==> config.mk <==
export PLATFORM = sky130hd
export DESIGN_NAME = hazard_unit
export DESIGN_NICKNAME = d
export VERILOG_FILES = /design/src/rtl/hz_pkg.sv /design/src/rtl/hz_src_qual.sv /design/src/rtl/hz_stage_cmp.sv /design/src/rtl/hz_ctrl.sv /design/src/rtl/hazard_unit.sv
export SDC_FILE = /design/constraint.sdc
export NUM_CORES = 1
export LEC_CHECK = 0
export ABC_AREA = 1
export BUFFER_PORTS_ARGS = -buffer_cell sky130_fd_sc_hd__buf_2
export CORE_AREA = 2 2 39 41
export DETAILED_ROUTE_END_ITERATION = 16
export DIE_AREA = 0 0 41 43
export GPL_TIMING_DRIVEN = 1
export MAX_ROUTING_LAYER = met4
export PLACE_DENSITY = 0.72
export RECOVER_POWER = 50
export SYNTH_ARGS = -nofsm -noshare
export SYNTH_HDL_FRONTEND = slang
export SYNTH_SLANG_ARGS = --single-unit
==> constraint.sdc <==
create_clock -name vclk -period 0.8
set_input_delay 0 -clock vclk [all_inputs]
set_output_delay 0 -clock vclk [all_outputs]
set_load 0.005 [all_outputs]
==> src/rtl/hz_pkg.sv <==
package hz_pkg;
  localparam int unsigned NUM_SRC = 2;
  localparam int unsigned NUM_STG = 3;

  localparam int unsigned STG_EX  = 0;
  localparam int unsigned STG_MEM = 1;
  localparam int unsigned STG_WB  = 2;

  typedef enum logic {
    MODE_STALL_ONLY = 1'b0,
    MODE_LOAD_USE   = 1'b1
  } hz_mode_e;

  localparam logic [2:0] CTRL_RUN   = 3'b110;
  localparam logic [2:0] CTRL_STALL = 3'b001;
endpackage

==> src/rtl/hz_src_qual.sv <==
module hz_src_qual #(
  parameter int unsigned REG_W = 5
) (
  input  logic [REG_W-1:0] reg_i,
  input  logic             used_i,
  output logic             live_o
);
  // register 0 is hardwired, never a producer dependence
  assign live_o = used_i & (|reg_i);
endmodule

==> src/rtl/hz_stage_cmp.sv <==
module hz_stage_cmp #(
  parameter int unsigned REG_W   = 5,
  parameter int unsigned NUM_SRC = 2
) (
  input  logic [NUM_SRC-1:0][REG_W-1:0] src_i,
  input  logic [NUM_SRC-1:0]            live_i,
  input  logic [REG_W-1:0]              dst_i,
  input  logic                          wr_i,
  output logic                          hit_o
);
  logic [NUM_SRC-1:0] match;

  for (genvar s = 0; s < NUM_SRC; s++) begin : g_src
    assign match[s] = live_i[s] & (src_i[s] == dst_i);
  end

  assign hit_o = wr_i & (|match);
endmodule

==> src/rtl/hz_ctrl.sv <==
module hz_ctrl
  import hz_pkg::*;
#(
  parameter hz_mode_e MODE        = MODE_STALL_ONLY,
  parameter bit       WRITE_FIRST = 1'b0
) (
  input  logic [NUM_STG-1:0] hit_i,
  output logic               pc_we_o,
  output logic               ifid_we_o,
  output logic               bubble_o
);
  localparam logic USE_MEM = (MODE == MODE_STALL_ONLY);
  localparam logic USE_WB  = (MODE == MODE_STALL_ONLY) && !WRITE_FIRST;
  localparam logic [NUM_STG-1:0] STG_MASK = {USE_WB, USE_MEM, 1'b1};

  logic stall;

  assign stall = |(hit_i & STG_MASK);

  always_comb begin
    {pc_we_o, ifid_we_o, bubble_o} = stall ? CTRL_STALL : CTRL_RUN;
  end
endmodule

==> src/rtl/hazard_unit.sv <==
module hazard_unit
  import hz_pkg::*;
#(
  parameter int unsigned REG_W       = 5,
  parameter hz_mode_e    MODE        = MODE_STALL_ONLY,
  parameter bit          WRITE_FIRST = 1'b0
) (
  input  logic [REG_W-1:0] src1_i,
  input  logic             src1_used_i,
  input  logic [REG_W-1:0] src2_i,
  input  logic             src2_used_i,
  input  logic [REG_W-1:0] ex_dst_i,
  input  logic             ex_wr_i,
  input  logic             ex_rd_i,
  input  logic [REG_W-1:0] mem_dst_i,
  input  logic             mem_wr_i,
  input  logic [REG_W-1:0] wb_dst_i,
  input  logic             wb_wr_i,
  output logic             pc_we_o,
  output logic             ifid_we_o,
  output logic             bubble_o
);
  localparam logic LOAD_ONLY = (MODE == MODE_LOAD_USE);

  logic [NUM_SRC-1:0][REG_W-1:0] src;
  logic [NUM_SRC-1:0]            used;
  logic [NUM_SRC-1:0]            live;
  logic [NUM_STG-1:0][REG_W-1:0] stg_dst;
  logic [NUM_STG-1:0]            stg_wr;
  logic [NUM_STG-1:0]            hit;

  assign src  = {src2_i, src1_i};
  assign used = {src2_used_i, src1_used_i};

  for (genvar s = 0; s < NUM_SRC; s++) begin : g_qual
    hz_src_qual #(.REG_W(REG_W)) u_qual (
      .reg_i  (src[s]),
      .used_i (used[s]),
      .live_o (live[s])
    );
  end

  // with forwarding only a load in execute is too late to bypass
  assign stg_dst[STG_EX]  = ex_dst_i;
  assign stg_wr[STG_EX]   = ex_wr_i & (LOAD_ONLY ? ex_rd_i : 1'b1);
  assign stg_dst[STG_MEM] = mem_dst_i;
  assign stg_wr[STG_MEM]  = mem_wr_i;
  assign stg_dst[STG_WB]  = wb_dst_i;
  assign stg_wr[STG_WB]   = wb_wr_i;

  for (genvar g = 0; g < NUM_STG; g++) begin : g_stg
    hz_stage_cmp #(.REG_W(REG_W), .NUM_SRC(NUM_SRC)) u_cmp (
      .src_i  (src),
      .live_i (live),
      .dst_i  (stg_dst[g]),
      .wr_i   (stg_wr[g]),
      .hit_o  (hit[g])
    );
  end

  hz_ctrl #(.MODE(MODE), .WRITE_FIRST(WRITE_FIRST)) u_ctrl (
    .hit_i     (hit),
    .pc_we_o   (pc_we_o),
    .ifid_we_o (ifid_we_o),
    .bubble_o  (bubble_o)
  );
endmodule

### Yosys cells after proc, flatten, opt, wreduce, memory -nomap -nowiden

Cells that the tools add are included.

* flip-flop bits (word level): 0
* output and inout port bits: 3

* mux-type cells: 1
* bitwise operators: 11
* reduce and logical (&&, ||, !) cells: 6
* equality and inequality tests: 6

Operators by type and width (number)
* $eq A5 B5 Y1: 6
* $and A1 B1 Y1: 11
* $reduce_or A5 Y1: 2
* $reduce_or A2 Y1: 3
* $mux W3: 1
* $reduce_or A3 Y1: 1

### Longest topological paths before layout

* depth after elaboration: 7
* gate-level depth with buffers: 11
* gate-level depth less buffers: 10

### By module

Synthesis repeated with hierarchy kept, for this count alone.

* cell total of the unflattened synthesis: 181
* area total of the unflattened synthesis: 699.4 µm²

Modules (own cells, without submodules)
* hz_stage_cmp: sequential area each 0.0 µm², instances 3, cells each 54, area an instance 206.4 µm²
* hz_src_qual: sequential area each 0.0 µm², instances 2, cells each 6, area an instance 23.8 µm²
* hz_ctrl: sequential area each 0.0 µm², instances 1, cells each 7, area an instance 32.5 µm²

### Worst setup path before layout

Ideal clock, no wire load.

* path kind: input-to-output
* start point: input port src2_i[2]
* end point: output port pc_we_o
* slack: 0.034 ns
* buffers on the path: 1
* stages on the path: 10
* data arrival time: 0.766 ns
* cell sequence: nor2_1 > nand3b_1 > nand2_1 > inv_1 > nand3_1 > nand2_1 > nand2_2 > nand2_1 > nor2_1 > buf_4

* longest elaborated chain between the ends: 7
* elaborated cells on any way between the ends: 16
* classes of those cells: eq/ne (3); mux (1); bitwise (7); reduce/logical (5)

RTL lines
* start: declaration: line hazard_unit.sv:10 `input logic [REG_W-1:0] src2_i,`
* $reduce_or A5 Y1: line hz_src_qual.sv:9 `assign live_o = used_i & (|reg_i);`
* $and A1 B1 Y1: line hz_src_qual.sv:9
* $and A1 B1 Y1: line hz_stage_cmp.sv:14 `assign match[s] = live_i[s] & (src_i[s] == dst_i);`
* $reduce_or A2 Y1: line hz_stage_cmp.sv:17 `assign hit_o = wr_i & (|match);`
* $and A1 B1 Y1: line hz_stage_cmp.sv:17
* $reduce_or A3 Y1 *: line hz_ctrl.sv:18 `assign stall = |(hit_i & STG_MASK);`
* $mux W3 *: line hz_ctrl.sv:21 `{pc_we_o, ifid_we_o, bubble_o} = stall ? CTRL_STALL : CTRL_RUN;`
* end: declaration: line hazard_unit.sv:19 `output logic pc_we_o,`

Every way passes the cells marked *; elsewhere a longest branch is shown, timed or not.

### Worst setup path after layout

* start point: input port src1_i[3]
* end point: output port ifid_we_o

* longest elaborated chain between the ends: 7
* elaborated cells on any way between the ends: 16
* classes of those cells: eq/ne (3); mux (1); bitwise (7); reduce/logical (5)

RTL lines
* start: declaration: line hazard_unit.sv:8 `input logic [REG_W-1:0] src1_i,`
* $reduce_or A5 Y1: line hz_src_qual.sv:9
* $and A1 B1 Y1: line hz_src_qual.sv:9
* $and A1 B1 Y1: line hz_stage_cmp.sv:14
* $reduce_or A2 Y1: line hz_stage_cmp.sv:17
* $and A1 B1 Y1: line hz_stage_cmp.sv:17
* $reduce_or A3 Y1 *: line hz_ctrl.sv:18
* $mux W3 *: line hz_ctrl.sv:21
* end: declaration: line hazard_unit.sv:20 `output logic ifid_we_o,`

Marked as above.

==> key figures <==
Synthesis
  – Post-synth top area cell: xor2_1
  – Synth Warn #: 0
  – Synth top area share: 27.1%
  – Syn Inst Count: 85
  – Syn Area/Cell: 5.70 um^2
  – Synth Cell Area: 484 um^2
  – Sequential share of the synthesized area: 0%
  – Synth top cells by count: 22 x nand2_1, 16 x nor2_1, 15 x xor2_1, 12 x xnor2_1, 7 x inv_1
  – Top post-synthesis cells by area: xor2_1 27%, xnor2_1 22%, nand2_1 17%, nor2_1 12%, nand3_1 6.2%
  – Syn nets: 116
  – Synth unique cells: 12
  – Top-count cell post-synth: nand2_1

Power
  – Sw frac: 48.6%
  – P_int: 0.222 mW
  – Peak VDD IR: 242 uV
  – Tot Pwr: 0.431 mW
  – Sw Pwr: 0.210 mW
  – PwrDens: 524 nW/um^2
  – LEAKAGE: 0.425 nW
  – Gate power share: 100.0%
  – Clock Power Share: 0%
  – Sequential fraction of design power: 0%

Placed design
  – Final GP Congestion: 0.866
  – Placed cell area: 662 um^2
  – Port Buffers: 33
  – HPWL after DPL: 1170 um

Min path
  – Worst hold stages: 4
  – HP Start: ex_wr_i
  – Worst Hold End: bubble_o
  – Tightest Hold Check Type: in2out

Route
  – Total Wirelength: 1460 um
  – DRC Markers: 0
  – Remaining antenna violation count: 0
  – First-pass detailed-route iteration total: 2
  – Initial drt markers: 2
  – DR WL/cell: 11.0 um
  – Post-DR vias/cell: 4.76
  – Via Count: 633

STA
  – Worst Tran Pin Value: 0.162 ns
  – Tmin final: 0.901 ns
  – # setup viols final: 3
  – Max-slew violations: 0
  – Final period util: 113%
  – Worst relative slew slack: 89.2%
  – Final Hold Viols: 0
  – Final WS setup: -0.101 ns
  – Achievable clock frequency: 1110 MHz
  – RSZ-0062 raised after global routing: true

Finish
  – Fillers: 138
  – Final instance area: 822 um^2
  – Layout cells sized above 1: 48.7%
  – # clk buffers: 0
  – Area Overhead vs Synth: 69.8%
  – Reg area: 0 um^2
  – Number of sequential cells: 0
  – Antenna diodes: 0
  – Fin nets: 150

Floorplanning
  – Core Footprint: 1380 um^2
  – Die Area: 1760 um^2
  – Die height: 43 um
  – Io pins: 34
  – Site row count: 14
  – Initial Util: 35.0%
  – Die width: 41 um

Critical path
  – CP Data Required Time: 0.80 ns
  – Cell breakdown of the critical path: buf_6 -> or2_0 -> a21oi_1 -> nand3_1 -> nand2_1 -> nand2_1 -> inv_1 -> nor2_2 -> buf_2
  – Crit Path Max Fanout: 5
  – WP buf/inv: 3
  – Highest cell delay on the worst timing path: 0.20 ns
  – CP top delay family: simple AND/OR/NAND/NOR gates
  – Critical path class: in2out
  – Most frequent CP cell: nand2_1
  – Startpoint types: input port
  – Worst Path Arrival: 0.90 ns
  – Crit path max-delay cell type: or2_0
  – CP endpoint kind: output port

Clock tree
  – Hold_buf cts: 0

Global routing
  – Initial antenna violation count: 0
  – Grt ovf: 0
  – First-pass GRT wire length: 2190 um
  – GRT Util Overall: 17.8%
  – Largest net degree at the start of global routing: 6
  – Vias in the first global route: 585

Status
  – Status: complete, but fails checks
  – Failing checks: negative setup slack

Flow run
  – Max cap viols: 0
[power groups by stage]
stage / registers [mW] / logic, mW / clock network, mW
6_report: 0 / 0.431 / 0
5_1_grt: 0 / 0.475 / 0
3_3_place_gp: 0 / 0.329 / 0
4_1_cts: 0 / 0.394 / 0
2_1_floorplan: 0 / 0.178 / 0
3_5_place_dp: 0 / 0.334 / 0
[layout by cell type (no fill, tap or decap)]
cell | netlist | layout
nand2_1 | 22 | 19
inv_2 | 0 | 3
inv_1 | 7 | 4
buf_8 | 0 | 2
nand3_1 | 6 | 3
buf_4 | 1 | 1
nand2_2 | 2 | 5
nor2_4 | 0 | 3
buf_2 | 0 | 22
nor2_2 | 0 | 5
a21oi_1 | 1 | 1
xor2_1 | 15 | 15
xnor2_2 | 0 | 4
or2_0 | 1 | 1
nand3_2 | 1 | 4
nor2_1 | 16 | 8
nand3b_1 | 1 | 1
xnor2_1 | 12 | 8
buf_6 | 0 | 8
[how the worst max path moves through the flow]
stage | startpoint | to | cells after the start
5_1_grt | src2_i[0] | pc_we_o | 11
4_1_cts | src2_i[1] | ifid_we_o | 11
3_3_place_gp | src2_i[0] | ifid_we_o | 11
3_5_place_dp | src2_i[0] | ifid_we_o | 11
6_report | src1_i[3] | ifid_we_o | 9
2_1_floorplan | src2_i[2] | pc_we_o | 10
[area by class of cell]
cell class,count,area (um^2),share of cell area [%]
inverters,7,26.3,3.20
multi-input cells,77,538,65.4
well taps,16,20.0,2.44
repair buffers,33,238,28.9
[kinds of logic after synthesis]
kind of cell,synth area share (%)
AO/OA/AOI/OAI,1.03
AND/OR/NAND/NOR,43.2
XOR/XNOR,48.8
buffers and inverters,6.98
[repair_timing]
action                     4_1_cts  5_1_grt
cloned                           0        0
buffers inserted                 0        0
setup endpoints to repair        3        3
pin swaps                       18       10
gates resized for setup         30       17
[layer usage]
| metal | up-vias | global-route usage [%] | share of wire, % |
|---|---|---|---|
| met2 | 32 | 32.8 | 49 |
| met4 | 0 | 5.33 | 2.9 |
| met5 | - | - | 0 |
| li1 | 321 | - | - |
| met3 | 6 | 1.05 | 7.4 |
| met1 | 274 | 18.8 | 40 |
[metrics by stage]
stage | setup slack [ns] | setup TNS, ns | util (%) | hold WS, ns | instances
6_report | -0.101 | -0.252 | 59.4 | 0.291 | 133
5_1_grt | -0.212 | -0.543 | 59.4 | 0.332 | 133
4_1_cts | -0.113 | -0.259 | 55.2 | 0.295 | 133
3_5_place_dp | -0.187 | -0.485 | 47.8 | 0.299 | 133
3_3_place_gp | -0.122 | -0.307 | 47.8 | 0.289 | 133
2_1_floorplan | 0.0339 | 0 | - | 0.116 | 85
(Power assumes the default switching activity.)
